`config.mk`:
```
export PLATFORM = sky130hd
export DESIGN_NAME = dual_issue_pairing
export DESIGN_NICKNAME = d
export VERILOG_FILES = /design/src/rtl/issue_pair_pkg.sv /design/src/rtl/slot_decode.sv /design/src/rtl/pair_rules.sv /design/src/rtl/lock_counter.sv /design/src/rtl/dual_issue_pairing.sv
export SDC_FILE = /design/constraint.sdc
export NUM_CORES = 1
export LEC_CHECK = 0
export BUFFER_PORTS_ARGS = -buffer_cell sky130_fd_sc_hd__buf_4
export CAP_MARGIN = 20
export CORE_UTILIZATION = 43
export DETAILED_ROUTE_END_ITERATION = 16
export HOLD_SLACK_MARGIN = 0.05
export PLACE_DENSITY = 0.81
export SYNTH_ARGS = -nofsm -noshare
export SYNTH_HDL_FRONTEND = slang
export SYNTH_SLANG_ARGS = --single-unit
export TNS_END_PERCENT = 20
```
`constraint.sdc`:
```
create_clock -name clk -period 1.7 [get_ports clk]
set_input_delay 0.17 -clock clk [delete_from_list [all_inputs] [get_ports clk]]
set_output_delay 0.17 -clock clk [all_outputs]
set_load 0.02 [all_outputs]
```
`src/rtl/issue_pair_pkg.sv`:
```
package issue_pair_pkg;

  typedef enum logic [2:0] {
    GRP_MT = 3'd0,
    GRP_EX = 3'd1,
    GRP_BR = 3'd2,
    GRP_LS = 3'd3,
    GRP_FE = 3'd4,
    GRP_CO = 3'd5
  } grp_e;

  localparam int unsigned GRP_W = 3;

  // Class occupies the whole decode stage on its own (reserved codes included).
  function automatic logic grp_is_solo(input logic [GRP_W-1:0] cls);
    return cls >= GRP_CO;
  endfunction

  // Classes that own one single-instance resource.
  function automatic logic grp_is_exclusive(input logic [GRP_W-1:0] cls);
    return (cls == GRP_EX) || (cls == GRP_BR) || (cls == GRP_LS) || (cls == GRP_FE);
  endfunction

  // Two instructions collide on a shared unit.
  function automatic logic grp_collide(input logic [GRP_W-1:0] a,
                                       input logic [GRP_W-1:0] b);
    return (a == b) && grp_is_exclusive(a);
  endfunction

  // Extra held cycles after the issue cycle for a lock length.
  function automatic logic [7:0] hold_after_issue(input logic [7:0] len);
    return (len > 8'd1) ? (len - 8'd1) : 8'd0;
  endfunction

endpackage

```
`src/rtl/slot_decode.sv`:
```
module slot_decode
  import issue_pair_pkg::*;
#(
  parameter int unsigned LOCK_W = 5
) (
  input  logic              valid,
  input  logic [GRP_W-1:0]  cls,
  input  logic              call,
  input  logic [LOCK_W-1:0] lock_len,
  output logic              present,
  output logic              solo,
  output logic              locking,
  output logic [LOCK_W-1:0] hold
);
  logic [7:0] len_ext;
  logic [7:0] hold_ext;

  always_comb begin
    len_ext  = 8'(lock_len);
    hold_ext = hold_after_issue(len_ext);
    present  = valid;
    solo     = valid && grp_is_solo(cls);
    locking  = valid && (grp_is_solo(cls) || call);
    hold     = locking ? hold_ext[LOCK_W-1:0] : '0;
  end
endmodule

```
`src/rtl/pair_rules.sv`:
```
module pair_rules
  import issue_pair_pkg::*;
(
  input  logic             rst,
  input  logic             busy,
  input  logic             p0,
  input  logic             p1,
  input  logic             solo0,
  input  logic             solo1,
  input  logic             call0,
  input  logic [GRP_W-1:0] cls0,
  input  logic [GRP_W-1:0] cls1,
  output logic             unit_clash,
  output logic             solo_block,
  output logic             call_block,
  output logic             go0,
  output logic             go1
);
  always_comb begin
    unit_clash = grp_collide(cls0, cls1);
    solo_block = solo0 || solo1;
    call_block = call0;
    go0        = !rst && !busy && p0;
    go1        = go0 && p1 && !unit_clash && !solo_block && !call_block;
  end
endmodule

```
`src/rtl/lock_counter.sv`:
```
module lock_counter #(
  parameter int unsigned LOCK_W = 5
) (
  input  logic              clk,
  input  logic              rst,
  input  logic              load,
  input  logic [LOCK_W-1:0] load_val,
  output logic              busy,
  output logic [LOCK_W-1:0] remaining
);
  logic [LOCK_W-1:0] cnt_q;

  always_ff @(posedge clk) begin
    if (rst)               cnt_q <= '0;
    else if (cnt_q != '0)  cnt_q <= cnt_q - 1'b1;
    else if (load)         cnt_q <= load_val;
  end

  assign busy      = (cnt_q != '0);
  assign remaining = cnt_q;
endmodule

```
`src/rtl/dual_issue_pairing.sv`:
```
module dual_issue_pairing
  import issue_pair_pkg::*;
#(
  parameter int unsigned LOCK_W = 5
) (
  input  logic              clk,
  input  logic              rst,
  input  logic              s0_valid,
  input  logic [2:0]        s0_class,
  input  logic              s0_call,
  input  logic [LOCK_W-1:0] s0_lock,
  input  logic              s1_valid,
  input  logic [2:0]        s1_class,
  input  logic              s1_call,
  input  logic [LOCK_W-1:0] s1_lock,
  output logic              issue0,
  output logic              issue1,
  output logic              decode_stall
);
  localparam int unsigned NSLOT = 2;

  logic              v_a   [NSLOT];
  logic [GRP_W-1:0]  c_a   [NSLOT];
  logic              k_a   [NSLOT];
  logic [LOCK_W-1:0] l_a   [NSLOT];
  logic              pres  [NSLOT];
  logic              solo  [NSLOT];
  logic              lockg [NSLOT];
  logic [LOCK_W-1:0] hold  [NSLOT];

  assign v_a[0] = s0_valid; assign c_a[0] = s0_class;
  assign k_a[0] = s0_call;  assign l_a[0] = s0_lock;
  assign v_a[1] = s1_valid; assign c_a[1] = s1_class;
  assign k_a[1] = s1_call;  assign l_a[1] = s1_lock;

  for (genvar g = 0; g < NSLOT; g++) begin : g_slot
    slot_decode #(.LOCK_W(LOCK_W)) u_dec (
      .valid(v_a[g]), .cls(c_a[g]), .call(k_a[g]), .lock_len(l_a[g]),
      .present(pres[g]), .solo(solo[g]), .locking(lockg[g]), .hold(hold[g])
    );
  end

  // Named internal events for the checker
  logic              unit_clash, solo_block, call_block;
  logic              busy;
  logic [LOCK_W-1:0] remaining;
  logic              lock_load;
  logic [LOCK_W-1:0] lock_val;

  pair_rules u_rules (
    .rst(rst), .busy(busy), .p0(pres[0]), .p1(pres[1]),
    .solo0(solo[0]), .solo1(solo[1]), .call0(s0_call && s0_valid),
    .cls0(c_a[0]), .cls1(c_a[1]),
    .unit_clash(unit_clash), .solo_block(solo_block), .call_block(call_block),
    .go0(issue0), .go1(issue1)
  );

  always_comb begin
    lock_val = '0;
    if (issue0 && lockg[0])      lock_val = hold[0];
    else if (issue1 && lockg[1]) lock_val = hold[1];
    lock_load = (lock_val != '0);
  end

  lock_counter #(.LOCK_W(LOCK_W)) u_lock (
    .clk(clk), .rst(rst), .load(lock_load), .load_val(lock_val),
    .busy(busy), .remaining(remaining)
  );

  assign decode_stall = busy;
endmodule

```
==> metrics.txt, run 1 <==
fin crit share 107%; main combinational cell family by area after synthesis simple AND/OR/NAND/NOR gates; WHS Endpoint u_lock.remaining[2]; Comb pwr share about two thirds; # IOs 25; H-tree level count 1; Initial DRC Count 17; Clk Latency, worst-skew pair between 0.2 and 0.25 ns; Core ar. between 1000 and 1500 sq um; peak supply drop between 0.0006 and 0.0007 V; final hold vios 0; Post-DP HPWL approximately 1500 um; Pint 0.000669 W; Reg power frac 19.9%; Top FF cell, synth dfxtp_1; DRC 0; total power approximately 0.0011 W; WL met3 a little over 80 um; Post-synth ARST share 0%; synthesized area per cell 8.04 sq um; Lkg Pwr a little under 0.5 nW; Slew headroom 75.2%; Port Buffer Count 24; Compound-Gate Fraction of Synth Area 24.7%; post-DR vias/cell 5.65; Hold Crit Start rst; die area 1750 sq um; Critical Path RT 1.53 ns; Power Dens Cells approximately 1100 nW/um^2; clk slew on worst S/H paths ~0.050 ns; post-synthesis mux area share 0%; Net Sw Frac between 40% and 50%; RR Startpoint u_lock.remaining[1]; R2R depth 9; Final WS setup -0.120 ns; CTS Buf Count 3; Synth Area in Adders a little over a tenth; crit start category register; largest net degree at the start of global routing 8; gpl congestion between 0.9 and 1; Distinct cells, synth 33; first-pass GRT wire length 3140 um; flops & latches, synth 5; initial core utilization between 40% and 50%; global router's overall resource usage roughly 23%; Mapped Nets roughly 110; Area growth syn-to-layout 50.0%; vias in the first global route approximately 810; CTS tree done; Final Setup Violations 6; status complete, but fails checks; Setup crit end kind output pin; clock share of power 12.0%; clk buf depth 2; crit path kind register to output pin; Yosys Warn Count 0; antenna viol nets, final 0; RSZ-0062 raised after global routing true; DRT Wirelength between 1500 and 2000 um; fill cell count between 100 and 150; hold buffer count at cts 0; nets between 150 and 200; Synth Instances 85; met1 WL a little under 700 um; fraction of layout cells with a size suffix above 1 39.7%; Crit Path Max Fanout 2; minimum clock period roughly 1.8 ns; Post-Synth Simple-Gate Area 34.4%; Seq/Total Area, Yosys 14.7%; CTS sink cnt 5; EDFF count, synth 0; first-pass iteration count of the detailed router 4; Max Freq 549 MHz; maxcap violations 0; total grt overflow 0; die height 41.9 um; sw power between 0.0004 and 0.0005 W; WHS Path Cells 2; Largest register FFs 5; Final Max Slew Viols 0; uppermost routed layer met4; Clock Tree Root clkbuf_4; n_diodes 0; R2R Path End u_lock.remaining[1]; Min-Delay Path Class primary input to register; routed wl met2 a little over 900 um; register-to-register setup slack -0.12 ns; Setup TNS -0.378 ns; post-synthesis cell area 683 sq um; Die W 41.9 um; Synth Area in XOR/XNOR about a tenth; Core Rows 14; failing checks negative setup slack; final setup skew approximately 0.0064 ns; initial antenna violation count 0; Arr. time, crit path 1.65 ns; wire per inst 12.3 um; worst slew pin tran between 0.3 and 0.4 ns; via count 802
[metal layers]
layer  GRT usage, %  up-vias
met4           9.03        0
li1               -      399
met3           5.65        8
met1           24.8      365
met2           41.6       30
met5              0        -
[synthesized netlist by cell type, types with 3 or more instances]
cell type  number  area share, %
o21ai_0         3            2.2
nand3_1         3            2.2
xnor2_1         3            3.8
nor2_1          5            2.7
ha_1            6             11
nand2_1         4            2.2
dfxtp_1         5             15
a31oi_1         4            3.7
nor3_1          5            3.7
a21oi_1         5            3.7
xor2_1          5            6.4
inv_1           9            4.9
[metrics by stage]
stage                     util (%)  instances  cell area [sq um]  setup WS [ns]  hold WS (ns)
after floorplan                  -         85                696         -0.260         0.239
after global placement        65.7        136                978        -0.0161         0.388
after detailed placement      65.7        136                978        -0.0593         0.393
after CTS                     68.8        142               1020         -0.120         0.142
after global routing          68.8        142               1020         -0.193         0.137
final                         68.8        142               1020         -0.120         0.144
[worst max-delay path by stage]
stage | start | to
3_3_place_gp | u_lock.remaining[1] | u_lock.remaining[1]
4_1_cts | u_lock.remaining[1] | issue1
3_5_place_dp | u_lock.remaining[1] | u_lock.remaining[1]
6_report | u_lock.remaining[1] | issue1
2_1_floorplan | u_lock.remaining[1] | u_lock.remaining[0]
5_1_grt | u_lock.remaining[1] | issue1
[logic make-up after synthesis]
logic type	Yosys count
xor+xnor	8
buf+inv	9
fa+ha+maj	6
compound gates	25
flops	5
simple gates	32
[timing repair]
action,4_1_cts,5_1_grt
buffers inserted,3,0
gates cloned,0,0
setup endpoints to repair,3,8
pin swaps,4,0
gates resized for setup,2,1
[power by group through the flow]
stage          Sequential, W  Combinational (W)  Clock [W]
2_1_floorplan       0.000217           0.000463          0
3_3_place_gp        0.000222           0.000725          0
3_5_place_dp        0.000223           0.000746          0
4_1_cts             0.000223           0.000770   0.000138
5_1_grt             0.000232           0.000853   0.000154
6_report            0.000226           0.000775   0.000137
[layout make-up]
class	instances	area [sq um]	area share, %
Timing Repair Buffer	37	282	27.5
Tap cell	16	20.0	1.95
Inverter	9	33.8	3.30
Multi-Input combinational cell	71	562	54.8
Sequential cell	5	101	9.89
Clock buffer	4	26.3	2.56
[worst max-delay path, stage by stage (launching register included)]
cell and delay, ns:
dfxtp_2 0.32, inv_2 0.08, ha_4 0.13, nor4b_4 0.26, nand3b_4 0.12, nor4b_4 0.25, buf_4 0.15, buf_6 0.11
[layout by cell type (no fill, tap or decap), types with 3 or more instances in the layout]
cell      count
inv_2         3
inv_1         6
nor3_1        5
a21oi_1       5
a31oi_1       4
xnor2_1       3
dfxtp_1       4
buf_4        36
ha_1          5
nand3_1       3
o21ai_0       3
clkbuf_4      3
nor2_1        5
nand2_1       4
xor2_1        5
No activity file was read; power rests on OpenSTA's default activity.
==> run 2, diff against run 1 <==
CORE_UTILIZATION = 48   (was 43)
PLACE_DENSITY = 0.85   (was 0.81)
SLEW_MARGIN = 0   (was not set)
clock period = 1.72 ns   (was 1.7 ns; I/O delays follow)
==> metrics.txt, run 2 (synthesis results as in run 1) <==
Die W 39.7 um; Lkg Pwr slightly below 0.5 nW; antenna viol nets, final 0; met3 Use GR 3.41%; RSZ-0062 raised after global routing true; Post-DP HPWL around 1500 um; Final Setup Violations 5; initial core utilization 51.9%; final setup skew roughly 0.0031 ns; vias in the first global route ~770; largest net degree at the start of global routing 8; via count 808; Final WS setup -0.0984 ns; die height between 30 and 40 um; peak supply drop a little under 0.0006 V; Crit path max-delay family simple AND/OR/NAND/NOR gates; crit start category register; post-DR vias/cell around 5.7; most frequent cells in the layout 36 x buf_4, 6 x inv_1; slowest CP cell dfxtp_2; initial antenna violation count 0; most common cell after layout, fill and taps aside buf_4; Clock Tree Root clkbuf_4; worst path cell trace inv_2 > ha_4 > nor4b_4 > nand3b_4 > nor4b_4 > buf_4; DRC 0; Non-Filler Instances 141; hold buffer count at cts 0; minimum clock period between 1.5 and 2 ns; # IOs 25; final hold vios 0; Setup crit end kind output pin; Initial DRC Count about 40; Max Freq ~550 MHz; M2 GR Usage between 50% and 60%; Final Max Slew Viols 0; H-tree level count 1; global router's overall resource usage between 20% and 30%; Power Dens Cells around 1100 nW/um^2; M1 GR Usage 28.3%; fin crit share 106%; Port Buffer Count 24; CTS sink cnt 5; worst path bufs/invs 2; CTS Buf Count 3; n_diodes 0; clk buf depth 2; crit path kind register to output pin; wire per inst between 10 and 15 um; worst slew pin tran 0.316 ns; Crit path top cell by count nor4b_4; clk slew on worst S/H paths 0.05 ns; Slew headroom approximately 80%; first-pass iteration count of the detailed router 4; Area growth syn-to-layout 51.1%; gpl congestion slightly above 0.9; busiest grt layer met2; Crit Path Max Fanout 2; CTS tree done; die area about 1600 sq um; Core Rows 13; total grt overflow 0; Min-Delay Path Class primary input to register; Arr. time, crit path approximately 1.7 ns; register-to-register setup slack -0.08 ns; worst hold margin roughly 0.13 ns; total power roughly 0.0012 W; DRT Wirelength 1970 um; first-pass GRT wire length 2970 um; status complete, but fails checks; Critical Path RT between 1.5 and 2 ns; nets approximately 160; fraction of layout cells with a size suffix above 1 around 42%; failing checks negative setup slack; Core ar. roughly 1300 sq um; Clk Latency, worst-skew pair ~0.25 ns; Largest stage delay, worst path about 0.32 ns; fill cell count 101; Largest register FFs 5; maxcap violations 0; Placed Cells incl. Taps roughly 140
-- run 2: routing by layer --
layer,vias up,wire (um)
met5,-,0
met4,0,28
met1,372,778
li1,402,-
met3,4,97
met2,30,1070
-- run 2: worst paths after layout --
check,end,cells after the start,startpoint
setup / recovery,issue1,6,u_lock.remaining[0]
setup reg to reg,u_lock.remaining[0],7,u_lock.remaining[0]
hold / removal,u_lock.remaining[2],2,rst
hold reg to reg,u_lock.remaining[0],3,u_lock.remaining[0]
-- run 2: power breakdown --
| group | total, W | internal [W] | switching, W |
|---|---|---|---|
| clock | 0.000147 | 0.0000883 | 0.0000583 |
| combinational | 0.000804 | 0.000411 | 0.000393 |
| sequential | 0.000227 | 0.000173 | 0.0000546 |
-- run 2: repair_timing --
item / 4_1_cts / 5_1_grt
buffers inserted: 2 / 0
setup endpoints to repair: 6 / 8
gates resized for setup: 1 / 5
pin swaps: 6 / 3
gates cloned: 0 / 0
-- run 2: through the flow --
| stage | setup TNS (ns) | utilization (%) | setup WS (ns) | instance area, sq um |
|---|---|---|---|---|
| 4_1_cts | -0.263 | 77.6 | -0.0970 | 1020 |
| 3_3_place_gp | 0 | 74.2 | 0.00111 | 977 |
| 5_1_grt | -0.872 | 78.3 | -0.173 | 1030 |
| 2_1_floorplan | -0.888 | - | -0.240 | 696 |
| 3_5_place_dp | -0.215 | 74.2 | -0.0788 | 977 |
| 6_report | -0.317 | 78.3 | -0.0984 | 1030 |
-- run 2: area by class of cell --
type,instances,area [sq um],area share (%)
sequential,5,103,9.94
tap,15,18.8,1.82
clock buffer,4,26.3,2.55
multi-input combinational,71,569,55.2
timing repair buffer,37,282,27.3
inverter,9,33.8,3.27
